===== config.mk =====
export PLATFORM = sky130hd
export DESIGN_NAME = pwm_timer
export DESIGN_NICKNAME = d
export VERILOG_FILES = /design/src/rtl/pwm_timer_pkg.sv /design/src/rtl/pwm_timer_regs.sv /design/src/rtl/pwm_timer_tick.sv /design/src/rtl/pwm_timer_count.sv /design/src/rtl/pwm_timer_outs.sv /design/src/rtl/pwm_timer.sv
export SDC_FILE = /design/constraint.sdc
export NUM_CORES = 2
export LEC_CHECK = 0
export BUFFER_PORTS_ARGS = -buffer_cell sky130_fd_sc_hd__buf_2
export CORE_UTILIZATION = 45
export DETAILED_ROUTE_END_ITERATION = 16
export HOLD_SLACK_MARGIN = 0.05
export PLACE_DENSITY = 0.7
export SYNTH_ARGS = -nofsm -noshare
export SYNTH_HDL_FRONTEND = slang
export SYNTH_SLANG_ARGS = --single-unit
export TNS_END_PERCENT = 100

===== constraint.sdc =====
create_clock -name clk -period 4.08 [get_ports clk]
set_input_delay 0.816 -clock clk [delete_from_list [all_inputs] [get_ports clk]]
set_output_delay 0.816 -clock clk [all_outputs]
set_load 0.01 [all_outputs]

===== src/rtl/pwm_timer_pkg.sv =====
package pwm_timer_pkg;
  localparam int ADDR_W       = 4;
  localparam int DATA_W       = 32;
  localparam int A_CTRL       = 0;
  localparam int A_PRESCALE   = 1;
  localparam int A_ACTION     = 2;
  localparam int A_EDGE       = 3;
  localparam int A_RELEASE    = 4;
  localparam int A_IRQCLR     = 5;
  localparam int A_MATCH_BASE = 8;
  localparam int ACT_BITS     = 3;
  localparam int ACT_IRQ      = 0;
  localparam int ACT_RESTART  = 1;
  localparam int ACT_FREEZE   = 2;

  // run is the least significant bit of the control word
  typedef struct packed {
    logic ext;
    logic pwm;
    logic hold;
    logic run;
  } ctrl_t;
endpackage


===== src/rtl/pwm_timer_regs.sv =====
module pwm_timer_regs
  import pwm_timer_pkg::*;
#(
  parameter int CNT_W     = 32,
  parameter int PRE_W     = 32,
  parameter int NUM_MATCH = 7,
  parameter int NUM_OUT   = 6
) (
  input  logic                                clk,
  input  logic                                rst_n,
  input  logic                                wr_en,
  input  logic [ADDR_W-1:0]                   wr_addr,
  input  logic [DATA_W-1:0]                   wr_data,
  input  logic                                wrap_i,
  input  logic                                freeze_i,
  input  logic [NUM_MATCH-1:0]                evt_i,
  output ctrl_t                               ctrl_o,
  output logic [PRE_W-1:0]                    pre_limit_o,
  output logic [NUM_MATCH-1:0]                restart_en_o,
  output logic [NUM_MATCH-1:0]                freeze_en_o,
  output logic [NUM_OUT-1:0]                  edge_sel_o,
  output logic [NUM_MATCH-1:0][CNT_W-1:0]     act_o,
  output logic [NUM_MATCH-1:0][CNT_W-1:0]     act_nxt_o,
  output logic [NUM_MATCH-1:0]                irq_flags_o
);
  localparam int ACT_W = ACT_BITS * NUM_MATCH;

  ctrl_t                           ctrl_q;
  logic [PRE_W-1:0]                pre_q;
  logic [ACT_W-1:0]                action_q;
  logic [NUM_OUT-1:0]              edge_q;
  logic [NUM_MATCH-1:0]            rel_q;
  logic [NUM_MATCH-1:0]            flag_q;
  logic [NUM_MATCH-1:0][CNT_W-1:0] shadow_q;
  logic [NUM_MATCH-1:0][CNT_W-1:0] act_q;
  logic [NUM_MATCH-1:0][CNT_W-1:0] act_nxt;
  logic [NUM_MATCH-1:0]            irq_en;

  logic hit_ctrl, hit_pre, hit_action, hit_edge, hit_rel, hit_clr;
  assign hit_ctrl   = wr_en && (wr_addr == ADDR_W'(A_CTRL));
  assign hit_pre    = wr_en && (wr_addr == ADDR_W'(A_PRESCALE));
  assign hit_action = wr_en && (wr_addr == ADDR_W'(A_ACTION));
  assign hit_edge   = wr_en && (wr_addr == ADDR_W'(A_EDGE));
  assign hit_rel    = wr_en && (wr_addr == ADDR_W'(A_RELEASE));
  assign hit_clr    = wr_en && (wr_addr == ADDR_W'(A_IRQCLR));

  always_ff @(posedge clk) begin
    if (!rst_n) begin
      ctrl_q   <= '0;
      pre_q    <= '0;
      action_q <= '0;
      edge_q   <= '0;
    end else begin
      if (hit_ctrl)   ctrl_q   <= ctrl_t'(wr_data[3:0]);
      if (freeze_i)   ctrl_q.run <= 1'b0;  // a freeze beats a simultaneous write
      if (hit_pre)    pre_q    <= wr_data[PRE_W-1:0];
      if (hit_action) action_q <= wr_data[ACT_W-1:0];
      if (hit_edge)   edge_q   <= wr_data[NUM_OUT-1:0];
    end
  end

  for (genvar i = 0; i < NUM_MATCH; i++) begin : g_match
    logic hit_shadow;
    assign hit_shadow      = wr_en && (wr_addr == ADDR_W'(A_MATCH_BASE + i));
    assign irq_en[i]       = action_q[ACT_BITS*i + ACT_IRQ];
    assign restart_en_o[i] = action_q[ACT_BITS*i + ACT_RESTART];
    assign freeze_en_o[i]  = action_q[ACT_BITS*i + ACT_FREEZE];
    // outside PWM mode the active set simply trails the shadow set
    assign act_nxt[i] = (!ctrl_q.pwm || (wrap_i && rel_q[i])) ? shadow_q[i] : act_q[i];

    always_ff @(posedge clk) begin
      if (!rst_n) begin
        shadow_q[i] <= '0;
        act_q[i]    <= '0;
      end else begin
        if (hit_shadow) shadow_q[i] <= wr_data[CNT_W-1:0];
        act_q[i] <= act_nxt[i];
      end
    end
  end

  always_ff @(posedge clk) begin
    if (!rst_n) begin
      rel_q  <= '0;
      flag_q <= '0;
    end else begin
      rel_q  <= (wrap_i ? '0 : rel_q) | (hit_rel ? wr_data[NUM_MATCH-1:0] : '0);
      flag_q <= (flag_q & ~(hit_clr ? wr_data[NUM_MATCH-1:0] : '0)) | (evt_i & irq_en);
    end
  end

  assign ctrl_o      = ctrl_q;
  assign pre_limit_o = pre_q;
  assign edge_sel_o  = edge_q;
  assign act_o       = act_q;
  assign act_nxt_o   = act_nxt;
  assign irq_flags_o = flag_q;

  AST_ACTIVE_HELD_MIDCYCLE: assert property (@(posedge clk) disable iff (!rst_n)
    (ctrl_q.pwm && !wrap_i) |=> $stable(act_q)) else $error("active set changed mid-period");
  AST_RELEASE_SELF_CLEAR: assert property (@(posedge clk) disable iff (!rst_n)
    (wrap_i && !hit_rel) |=> (rel_q == '0)) else $error("release bits survived transfer");
  AST_FREEZE_STOPS_RUN: assert property (@(posedge clk) disable iff (!rst_n)
    freeze_i |=> !ctrl_q.run) else $error("run bit not cleared by freeze");
  AST_FLAG_STICKY: assert property (@(posedge clk) disable iff (!rst_n)
    ((|flag_q) && !hit_clr) |=> ((flag_q & $past(flag_q)) == $past(flag_q))) else $error("flag lost");
endmodule


===== src/rtl/pwm_timer_tick.sv =====
module pwm_timer_tick #(
  parameter int PRE_W = 32
) (
  input  logic             clk,
  input  logic             rst_n,
  input  logic             run_i,
  input  logic             hold_i,
  input  logic             ext_mode_i,
  input  logic             ext_in,
  input  logic [PRE_W-1:0] pre_limit_i,
  output logic             tick_o
);
  logic [2:0]       sync_q;
  logic [PRE_W-1:0] pc_q;
  logic             src, at_limit;

  assign src      = ext_mode_i ? (sync_q[1] & ~sync_q[2]) : 1'b1;
  assign at_limit = (pc_q >= pre_limit_i);
  assign tick_o   = run_i && !hold_i && src && at_limit;

  always_ff @(posedge clk) begin
    if (!rst_n) begin
      sync_q <= '0;
      pc_q   <= '0;
    end else begin
      sync_q <= {sync_q[1:0], ext_in};
      if (hold_i)              pc_q <= '0;
      else if (run_i && src)   pc_q <= at_limit ? '0 : pc_q + 1'b1;
    end
  end

  AST_PRESCALE_STEP: assert property (@(posedge clk) disable iff (!rst_n)
    (run_i && !hold_i && src && !tick_o) |=> (pc_q == PRE_W'($past(pc_q) + 1'b1)))
    else $error("prescaler skipped");
endmodule


===== src/rtl/pwm_timer_count.sv =====
module pwm_timer_count #(
  parameter int CNT_W     = 32,
  parameter int NUM_MATCH = 7
) (
  input  logic                            clk,
  input  logic                            rst_n,
  input  logic                            tick_i,
  input  logic                            hold_i,
  input  logic                            pwm_mode_i,
  input  logic [NUM_MATCH-1:0][CNT_W-1:0] act_i,
  input  logic [NUM_MATCH-1:0]            restart_en_i,
  input  logic [NUM_MATCH-1:0]            freeze_en_i,
  output logic [CNT_W-1:0]                count_o,
  output logic [CNT_W-1:0]                count_nxt_o,
  output logic [NUM_MATCH-1:0]            evt_o,
  output logic                            restart_o,
  output logic                            wrap_o,
  output logic                            freeze_o
);
  logic [CNT_W-1:0]     count_q, count_nxt;
  logic [NUM_MATCH-1:0] evt;

  for (genvar i = 0; i < NUM_MATCH; i++) begin : g_cmp
    assign evt[i] = tick_i && (count_q == act_i[i]);
  end

  assign wrap_o    = pwm_mode_i && evt[0];
  assign restart_o = (|(evt & restart_en_i)) || wrap_o;
  assign freeze_o  = |(evt & freeze_en_i);

  always_comb begin
    if (hold_i)          count_nxt = '0;
    else if (!tick_i)    count_nxt = count_q;
    else if (restart_o)  count_nxt = '0;
    else if (freeze_o)   count_nxt = count_q;
    else                 count_nxt = count_q + 1'b1;
  end

  always_ff @(posedge clk) begin
    if (!rst_n) count_q <= '0;
    else        count_q <= count_nxt;
  end

  assign count_o     = count_q;
  assign count_nxt_o = count_nxt;
  assign evt_o       = evt;

  AST_COUNT_ADVANCE: assert property (@(posedge clk) disable iff (!rst_n)
    (tick_i && !hold_i && !restart_o && !freeze_o) |=> (count_q == CNT_W'($past(count_q) + 1'b1)))
    else $error("count did not advance");
  AST_RESTART_TO_ZERO: assert property (@(posedge clk) disable iff (!rst_n)
    restart_o |=> (count_q == '0)) else $error("restart missed");
  AST_FREEZE_HOLDS: assert property (@(posedge clk) disable iff (!rst_n)
    (freeze_o && !restart_o) |=> $stable(count_q)) else $error("freeze moved count");
endmodule


===== src/rtl/pwm_timer_outs.sv =====
module pwm_timer_outs #(
  parameter int CNT_W     = 32,
  parameter int NUM_MATCH = 7,
  parameter int NUM_OUT   = 6
) (
  input  logic                            clk,
  input  logic                            rst_n,
  input  logic                            tick_i,
  input  logic                            restart_i,
  input  logic                            pwm_mode_i,
  input  logic [NUM_OUT-1:0]              edge_sel_i,
  input  logic [CNT_W-1:0]                count_nxt_i,
  input  logic [NUM_MATCH-1:0][CNT_W-1:0] act_nxt_i,
  output logic [NUM_OUT-1:0]              pwm_o
);
  logic [NUM_OUT-1:0] out_q;

  for (genvar n = 1; n <= NUM_OUT; n++) begin : g_out
    logic set_hit, clr_hit, out_nxt;
    assign clr_hit = (count_nxt_i == act_nxt_i[n]);
    assign set_hit = edge_sel_i[n-1] ? (count_nxt_i == act_nxt_i[n-1]) : restart_i;

    always_comb begin
      if (!pwm_mode_i)   out_nxt = 1'b0;
      else if (!tick_i)  out_nxt = out_q[n-1];
      else if (clr_hit)  out_nxt = 1'b0;   // clear wins over set
      else if (set_hit)  out_nxt = 1'b1;
      else               out_nxt = out_q[n-1];
    end

    always_ff @(posedge clk) begin
      if (!rst_n) out_q[n-1] <= 1'b0;
      else        out_q[n-1] <= out_nxt;
    end

    AST_SINGLE_RISE_AT_RESTART: assert property (@(posedge clk) disable iff (!rst_n)
      (pwm_mode_i && !edge_sel_i[n-1] && !restart_i) |=> !$rose(out_q[n-1]))
      else $error("single-edge output rose mid-period");
  end

  assign pwm_o = out_q;

  AST_IDLE_OUTPUT_STABLE: assert property (@(posedge clk) disable iff (!rst_n)
    (pwm_mode_i && !tick_i) |=> $stable(out_q)) else $error("output moved without advance");
  AST_OFF_MEANS_LOW: assert property (@(posedge clk) disable iff (!rst_n)
    (!pwm_mode_i && $past(!pwm_mode_i)) |-> (out_q == '0)) else $error("output high outside PWM mode");
endmodule


===== src/rtl/pwm_timer.sv =====
module pwm_timer
  import pwm_timer_pkg::*;
#(
  parameter int CNT_W     = 32,
  parameter int PRE_W     = 32,
  parameter int NUM_MATCH = 7,
  parameter int NUM_OUT   = 6
) (
  input  logic                 clk,
  input  logic                 rst_n,
  input  logic                 wr_en,
  input  logic [ADDR_W-1:0]    wr_addr,
  input  logic [DATA_W-1:0]    wr_data,
  input  logic                 ext_in,
  output logic [CNT_W-1:0]     count,
  output logic [NUM_OUT-1:0]   pwm_out,
  output logic [NUM_MATCH-1:0] irq_flags,
  output logic                 irq
);
  ctrl_t                           ctrl;
  logic [PRE_W-1:0]                pre_limit;
  logic [NUM_MATCH-1:0]            restart_en, freeze_en, evt;
  logic [NUM_OUT-1:0]              edge_sel;
  logic [NUM_MATCH-1:0][CNT_W-1:0] act, act_nxt;
  logic [CNT_W-1:0]                count_nxt;
  logic                            tick, restart, wrap, freeze;

  pwm_timer_regs #(
    .CNT_W(CNT_W), .PRE_W(PRE_W), .NUM_MATCH(NUM_MATCH), .NUM_OUT(NUM_OUT)
  ) u_regs (
    .clk(clk), .rst_n(rst_n), .wr_en(wr_en), .wr_addr(wr_addr), .wr_data(wr_data),
    .wrap_i(wrap), .freeze_i(freeze), .evt_i(evt),
    .ctrl_o(ctrl), .pre_limit_o(pre_limit), .restart_en_o(restart_en),
    .freeze_en_o(freeze_en), .edge_sel_o(edge_sel), .act_o(act),
    .act_nxt_o(act_nxt), .irq_flags_o(irq_flags)
  );

  pwm_timer_tick #(.PRE_W(PRE_W)) u_tick (
    .clk(clk), .rst_n(rst_n), .run_i(ctrl.run), .hold_i(ctrl.hold),
    .ext_mode_i(ctrl.ext), .ext_in(ext_in), .pre_limit_i(pre_limit), .tick_o(tick)
  );

  pwm_timer_count #(.CNT_W(CNT_W), .NUM_MATCH(NUM_MATCH)) u_count (
    .clk(clk), .rst_n(rst_n), .tick_i(tick), .hold_i(ctrl.hold), .pwm_mode_i(ctrl.pwm),
    .act_i(act), .restart_en_i(restart_en), .freeze_en_i(freeze_en),
    .count_o(count), .count_nxt_o(count_nxt), .evt_o(evt),
    .restart_o(restart), .wrap_o(wrap), .freeze_o(freeze)
  );

  pwm_timer_outs #(.CNT_W(CNT_W), .NUM_MATCH(NUM_MATCH), .NUM_OUT(NUM_OUT)) u_outs (
    .clk(clk), .rst_n(rst_n), .tick_i(tick), .restart_i(restart), .pwm_mode_i(ctrl.pwm),
    .edge_sel_i(edge_sel), .count_nxt_i(count_nxt), .act_nxt_i(act_nxt), .pwm_o(pwm_out)
  );

  assign irq = |irq_flags;
endmodule


## Word level (Yosys, flattened, before mapping)

Cells that the tools add are included.

| word-level totals | value |
|---|---|
| register bits after elaboration | 598 |
| input bits | 40 |
| output and inout port bits | 46 |
| word-level logic and storage cells | 166 |

| cells by class | value |
|---|---|
| add/subtract/negate cells | 2 |
| order comparisons | 1 |
| eq/ne operators | 26 |
| muxes and demuxes | 34 |
| bitwise logic cells | 10 |
| reductions and logical operators | 61 |

Operators by type and width:

| operator | number |
|---|---|
| $eq 32x32->1 | 14 |
| $mux 32 | 12 |
| $add 32x1->32 const B | 2 |
| $ge 32x32->1 | 1 |
| $logic_and 1x1->1 | 32 |
| $and 7x7->7 | 4 |
| $eq 4x4->1 const B | 7 |
| $mux 7 | 3 |
| $reduce_or 7->1 | 3 |
| $mux 1 | 19 |
| $or 7x7->7 | 2 |
| $reduce_and 2->1 | 7 |
| $reduce_bool 2->1 | 6 |
| $eq 4x2->1 const B | 2 |
| $eq 4x3->1 const B | 2 |
| $logic_or 1x1->1 | 8 |
| $reduce_or 8->1 | 1 |
| $not 7->7 | 1 |
| $eq 4x1->1 const B | 1 |
| $logic_not 4->1 | 1 |
| $logic_not 1->1 | 2 |
| $not 1->1 | 2 |
| $reduce_or 2->1 | 1 |
| $and 1x1->1 | 1 |

## Depth between registers and ports, before layout

| logic depth | value |
|---|---|
| depth in word-level cells | 16 |
| gate-level depth with buffers | 20 |
| depth with buffers taken out | 15 |

## Modules after synthesis

Synthesis repeated with hierarchy kept, for this count alone.

| second synthesis, totals | value |
|---|---|
| cells, all modules | 3410 |
| area total of the unflattened synthesis | 31866.8 um^2 |

Modules (own cells, without submodules):

| module | times used | cells an instance | area each (um^2) | seq. area each (um^2) |
|---|---|---|---|---|
| pwm_timer_regs | 1 | 1787 | 19707.7 | 10510.1 |
| pwm_timer_count | 1 | 951 | 6771.5 | 640.6 |
| pwm_timer_outs | 1 | 372 | 2907.8 | 120.1 |
| pwm_timer_tick | 1 | 297 | 2464.9 | 700.7 |
| pwm_timer | 1 | 3 | 15.0 | 0.0 |

## Worst setup path before layout

OpenSTA, ideal clock, no wires.

| path | value |
|---|---|
| path kind | reg2reg |
| start | reg u_tick.pc_q[0] |
| end | reg u_outs.out_q[2], in the netlist u_outs.pwm_o[2] |
| library setup time | 0.123 ns |
| arrival time | 4.307 ns |
| required time | 3.957 ns |
| setup slack | -0.351 ns |
| stages on the path, launching flop included | 19 |
| buffers on the path | 3 |
| clock period less this slack | 4.431 ns |
| path through | dfxtp_1 > inv_1 > ha_1 > nand2b_1 > a2111o_1 > a32oi_1 > a211oi_2 > buf_4 > o211ai_1 > and2_1 > clkbuf_1 > buf_1 > mux2i_1 > nand2_1 > o32ai_1 > o2111ai_1 > nor4_1 > and3_1 > a211oi_2 |

| between the ends | value |
|---|---|
| word-level cells in the longest chain between the ends | 13 |
| elaborated cells between the ends (all ways) | 31 |
| classes of those cells | order compare: 1; eq/ne: 2; mux: 8; bitwise: 2; reduce/logical: 18 |

Ends and longest elaborated chain:

| element | line | text |
|---|---|---|
| start: declaration | pwm_timer_tick.sv:14 | `logic [PRE_W-1:0] pc_q;` |
| start signal: assignment | pwm_timer_tick.sv:28 | `else if (run_i && src) pc_q <= at_limit ? '0 : pc_q + 1'b1;` |
| $ge 32x32->1 * | pwm_timer_tick.sv:18 | `assign at_limit = (pc_q >= pre_limit_i);` |
| $logic_and 1x1->1 * | pwm_timer_tick.sv:19 | `assign tick_o = run_i && !hold_i && src && at_limit;` |
| $logic_and 1x1->1 | pwm_timer_count.sv:24 | `assign evt[i] = tick_i && (count_q == act_i[i]);` |
| $and 7x7->7 (on tied branches) | pwm_timer_count.sv:29, pwm_timer_count.sv:28 |  |
| $reduce_or 7->1 (on tied branches) | pwm_timer_count.sv:29, pwm_timer_count.sv:28 |  |
| $mux 32 / $logic_or 1x1->1 (equally long branches) | pwm_timer_count.sv:35, pwm_timer_count.sv:28 |  |
| $mux 32 | pwm_timer_count.sv:34 | `else if (restart_o) count_nxt = '0;` |
| $mux 32 | pwm_timer_count.sv:33 | `else if (!tick_i) count_nxt = count_q;` |
| $mux 32 | pwm_timer_count.sv:32 | `if (hold_i) count_nxt = '0;` |
| $eq 32x32->1 | pwm_timer_outs.sv:21 | `assign set_hit = edge_sel_i[n-1] ? (count_nxt_i == act_nxt_i[n-1]) : restart_i;` |
| $mux 1 | pwm_timer_outs.sv:21 |  |
| $reduce_bool 2->1 (no line) | -- |  |
| $reduce_and 2->1 (no line) | -- |  |
| end signal: indexed assignment | pwm_timer_outs.sv:33 | `else out_q[n-1] <= out_nxt;` |
| end: declaration | pwm_timer_outs.sv:16 | `logic [NUM_OUT-1:0] out_q;` |

Mark *: on every way between the ends. The rest lies on a longest branch, timed or not.
A chain may end at the register's enable or synchronous reset.

## Final worst setup path

| path | value |
|---|---|
| start | reg u_count.count_q[12], in the netlist u_count.count_o[12] |
| end | reg u_outs.out_q[2], in the netlist u_outs.pwm_o[2] |

| between the ends | value |
|---|---|
| word-level cells in the longest chain between the ends | 12 |
| elaborated cells between the ends (all ways) | 37 |
| classes of those cells | add/sub: 1; eq/ne: 9; mux: 8; bitwise: 2; reduce/logical: 17 |

Ends and longest elaborated chain:

| element | line | text |
|---|---|---|
| start: declaration | pwm_timer_count.sv:20 | `logic [CNT_W-1:0] count_q, count_nxt;` |
| start signal: assignment | pwm_timer_count.sv:41 | `else count_q <= count_nxt;` |
| branches (longest 12 deep; another with $add 32x1->32) | -- |  |

Parallel ways; which one is timed is not known.

==> results.py <==
metrics = {
    "layout": {
        "fillers": 5797,
        "utilization_pct": 66.0,
        "layout.nets": 4898,
        "final-seq-area_um2": 12000,
        "drive_gt1_share_pct": 33.2,
        "postLayoutCellArea_um2": 45400,
        "multi_input_area_um2": 19800,
        "synthToLayoutAreaGrowth_pct": 44.6,
    },
    "global_routing": {
        "grt_first_pass_wirelength_um": 252000,
        "grt_use_total_pct": 51.0,
        "antenna_found_initial": 12,
        "grt_overflow": 0,
        "grt_max_degree": 101,
        "grt_pass1_vias": 33400,
    },
    "floorplanning": {
        "fp.dieW_um": 266,
        "fp.dieH_um": 266,
        "io-pin-count": 86,
        "dieArea_um2": 70800,
        "core_area_um2": 68800,
        "num_rows": 96,
        "start_util_pct": 45.6,
    },
    "synth": {
        "synth_seq_cells": 598,
        "synth_edf_count": 0,
        "synth_nets": 3958,
        "syn_area_um2": 31400,
        "synth.largest_area_cell": "dfxtp_1",
        "ys_types": 95,
        "synth.most_common_cell": "nand2_1",
        "postSynthCellCount": 3884,
        "avgSynthCellArea_um2": 8.08,
        "yosysWarnings": 0,
        "synthArstFlopShare_pct": 0,
        "yosys-top-cells-area": "dfxtp_1, nand2_1, xor2_1",
        "synth_ff_type": "dfxtp_1",
        "ys_top_cells_by_count": "nand2_1, dfxtp_1, a21oi_1, nor2_1, xor2_1",
        "synth_seq_area_share_pct": 38.1,
        "synth_top_area_share_pct": 38.1,
    },
    "clock_tree": {
        "holdBufCountCts": 0,
        "clk_pin_slew_ns": 0.07,
        "cts-buffers-inserted": 69,
        "cts_max_level": 3,
        "clk_latency_ns": 0.67,
        "clk_path_buf_depth": 3,
        "cts_num_sinks": 598,
        "clockRootBuffer": "clkbuf_16",
        "cts_tree": "yes",
    },
    "timing": {
        "max_freq_mhz": 210,
        "hold_violations": 0,
        "fin_ws_ns": -0.680,
        "holdWs_ns": 0.393,
        "tightest_slew_ns": 0.959,
        "post-route-period-util_pct": 117,
        "min_period_ns": 4.76,
        "fin_worst_skew_ns": 0.0426,
        "rsz0062_at_grt": "true",
        "maxSlewHeadroom_pct": 35.9,
        "setup_tns_ns": -3.50,
        "setup_viol": 6,
        "drv_slew": 0,
    },
    "routing": {
        "vias": 36200,
        "via_per_inst": 6.21,
        "drtPass1Iterations": 6,
        "wl_um": 185000,
        "ant_nets": 0,
        "route.detailed.drc": 0,
        "detail_route.wl_per_cell_um": 31.7,
        "first_iter_violations": 5414,
    },
    "power_and_ir_drop": {
        "p_per_area_nw_per_um2": 297,
        "ir_drop_v": 0.000397,
        "p_leak_uw": 0.0195,
    },
    "placed_design": {
        "dp_slack_ns": -1.20,
        "portBuffers": 85,
        "place.gp.congestion": 1.17,
        "placed_area_um2": 40300,
        "hpwl_um": 135000,
    },
    "setup_path": {
        "critPathLaunchType": "flop",
        "cp_cell_sequence": "buf_4 > xor2_1 > nor4_1 > nand4_1 > buf_4 > nor3_2 > buf_4 > a2111o_1 > buf_4 > or4_4 > a211oi_2 > and4b_1 > a2111oi_2 > nand4_1 > or4_4 > o31a_1 > a211oi_2",
        "crit_fanout": 4,
        "cp_data_required_time_ns": 4.66,
        "cp-end-kind": "flop",
        "max_stage_delay_ns": 0.58,
        "crit_path_frequent_cell": "buf_4",
        "cp_slowest_cell": "or4_4",
        "worst_ep_arrival_time_ns": 5.34,
        "r2r_cells": 17,
        "worst-setup-path-type": "flop to flop",
    },
    "hold_path": {
        "hp-class": "input pin to flop",
        "hold_depth": 2,
    },
    "job": {
        "maxCapViolCount": 0,
    },
    "status": {
        "violations": "setup timing",
        "outcome": "finished with violations",
    },
}
[routing by layer]
layer | vias to the layer above | wire, um | global-route usage [%]
met5 | - | 30 | 0
met4 | 4 | 17100 | 39.9
met3 | 767 | 25300 | 19.5
met2 | 2759 | 73900 | 71.2
met1 | 17300 | 68600 | 62.7
li1 | 15400 | - | -
[state kept, by name, indices dropped and copies added, names as in the netlist]
register,cells
u_regs.act_o,224
u_regs.shadow_q,224
u_count.count_o,32
u_regs.pre_limit_o,32
u_tick.pc_q,32
u_regs.action_q,21
u_regs.irq_flags_o,7
u_regs.rel_q,7
u_outs.pwm_o,6
u_regs.edge_sel_o,6
u_regs.ctrl_o,4
u_tick.sync_q,3
[worst paths after layout]
kind / from / end / slack (ns)
worst max-delay path: u_count.count_o[12]$_SDFF_PN0_ / u_outs.pwm_o[2]$_SDFFE_PN0P_ / -0.68
worst min-delay path: ext_in / u_tick.sync_q[0]$_SDFF_PN0_ / 0.39
worst max register to register: u_count.count_o[12]$_SDFF_PN0_ / u_outs.pwm_o[2]$_SDFFE_PN0P_ / -0.68
worst min register to register: u_tick.sync_q[0]$_SDFF_PN0_ / u_tick.sync_q[1]$_SDFF_PN0_ / 0.44
[critical path: cells and delay by family, from the launching register on]
kind / cells / cell delay (ns)
buf+inv: 4 / 0.71
flops: 1 / 0.49
xor+xnor: 1 / 0.24
compound gates: 5 / 1.48
simple gates: 7 / 1.76
[logic make-up after synthesis]
| kind of cell | share of synthesized area (%) |
|---|---|
| AND/OR/NAND/NOR | 23.8 |
| AO/OA/AOI/OAI | 14.0 |
| flip-flops | 38.1 |
| XOR/XNOR | 10.2 |
| buffers and inverters | 4.83 |
| multiplexers | 7.77 |
| adder cells (fa/ha/maj) | 1.36 |
[cells in the final DEF (no fill, tap or decap), types with 21 or more instances in the layout]
cell,Yosys,final
buf_12,0,95
and2_1,57,50
dfxtp_2,0,26
xor2_2,1,36
nand4_1,68,68
and3_1,26,24
buf_2,37,85
nand2_1,714,703
ha_1,34,24
buf_6,5,38
mux2_2,45,41
mux2i_1,193,152
nor2_1,357,342
a211oi_1,22,21
xor2_1,276,238
nor3_1,85,71
xnor2_1,82,75
nor4_2,9,32
o21ai_0,61,51
buf_4,36,915
dfxtp_1,598,568
clkbuf_16,0,69
diode_2,0,27
nor4_1,110,75
nand3_1,72,71
mux2i_2,0,23
inv_1,67,58
a21oi_1,366,355
or3_1,26,25
[through the flow]
stage / total power [uW] / instances
global route: 13700 / 5807
CTS: 13400 / 5781
finish: 13500 / 5832
detailed placement: 7010 / 5603
floorplan: 6470 / 3884
global placement: 7000 / 5603
[timing repair]
item                       CTS  global route
buffers inserted            55            26
gates resized for setup    293           110
setup endpoints to repair    7             6
pin swaps                   78            41
cloned                       3             0
[power breakdown]
group	internal (uW)	switching, uW	leakage [uW]	total, uW
Combinational	352	734	0.0136	1090
Clock	3610	2840	0.00110	6450
Sequential	5890	43.3	0.00484	5930
[cell type report]
type	count	share of cell area, %
antenna	27	0.149
clock buffer	90	4.11
clock inverter	31	0.926
inverter	70	0.595
multi-input combinational	2944	43.6
sequential	598	26.5
tap	931	2.57
timing repair buffer	1141	21.6
Power figures use the tool's default switching activity.
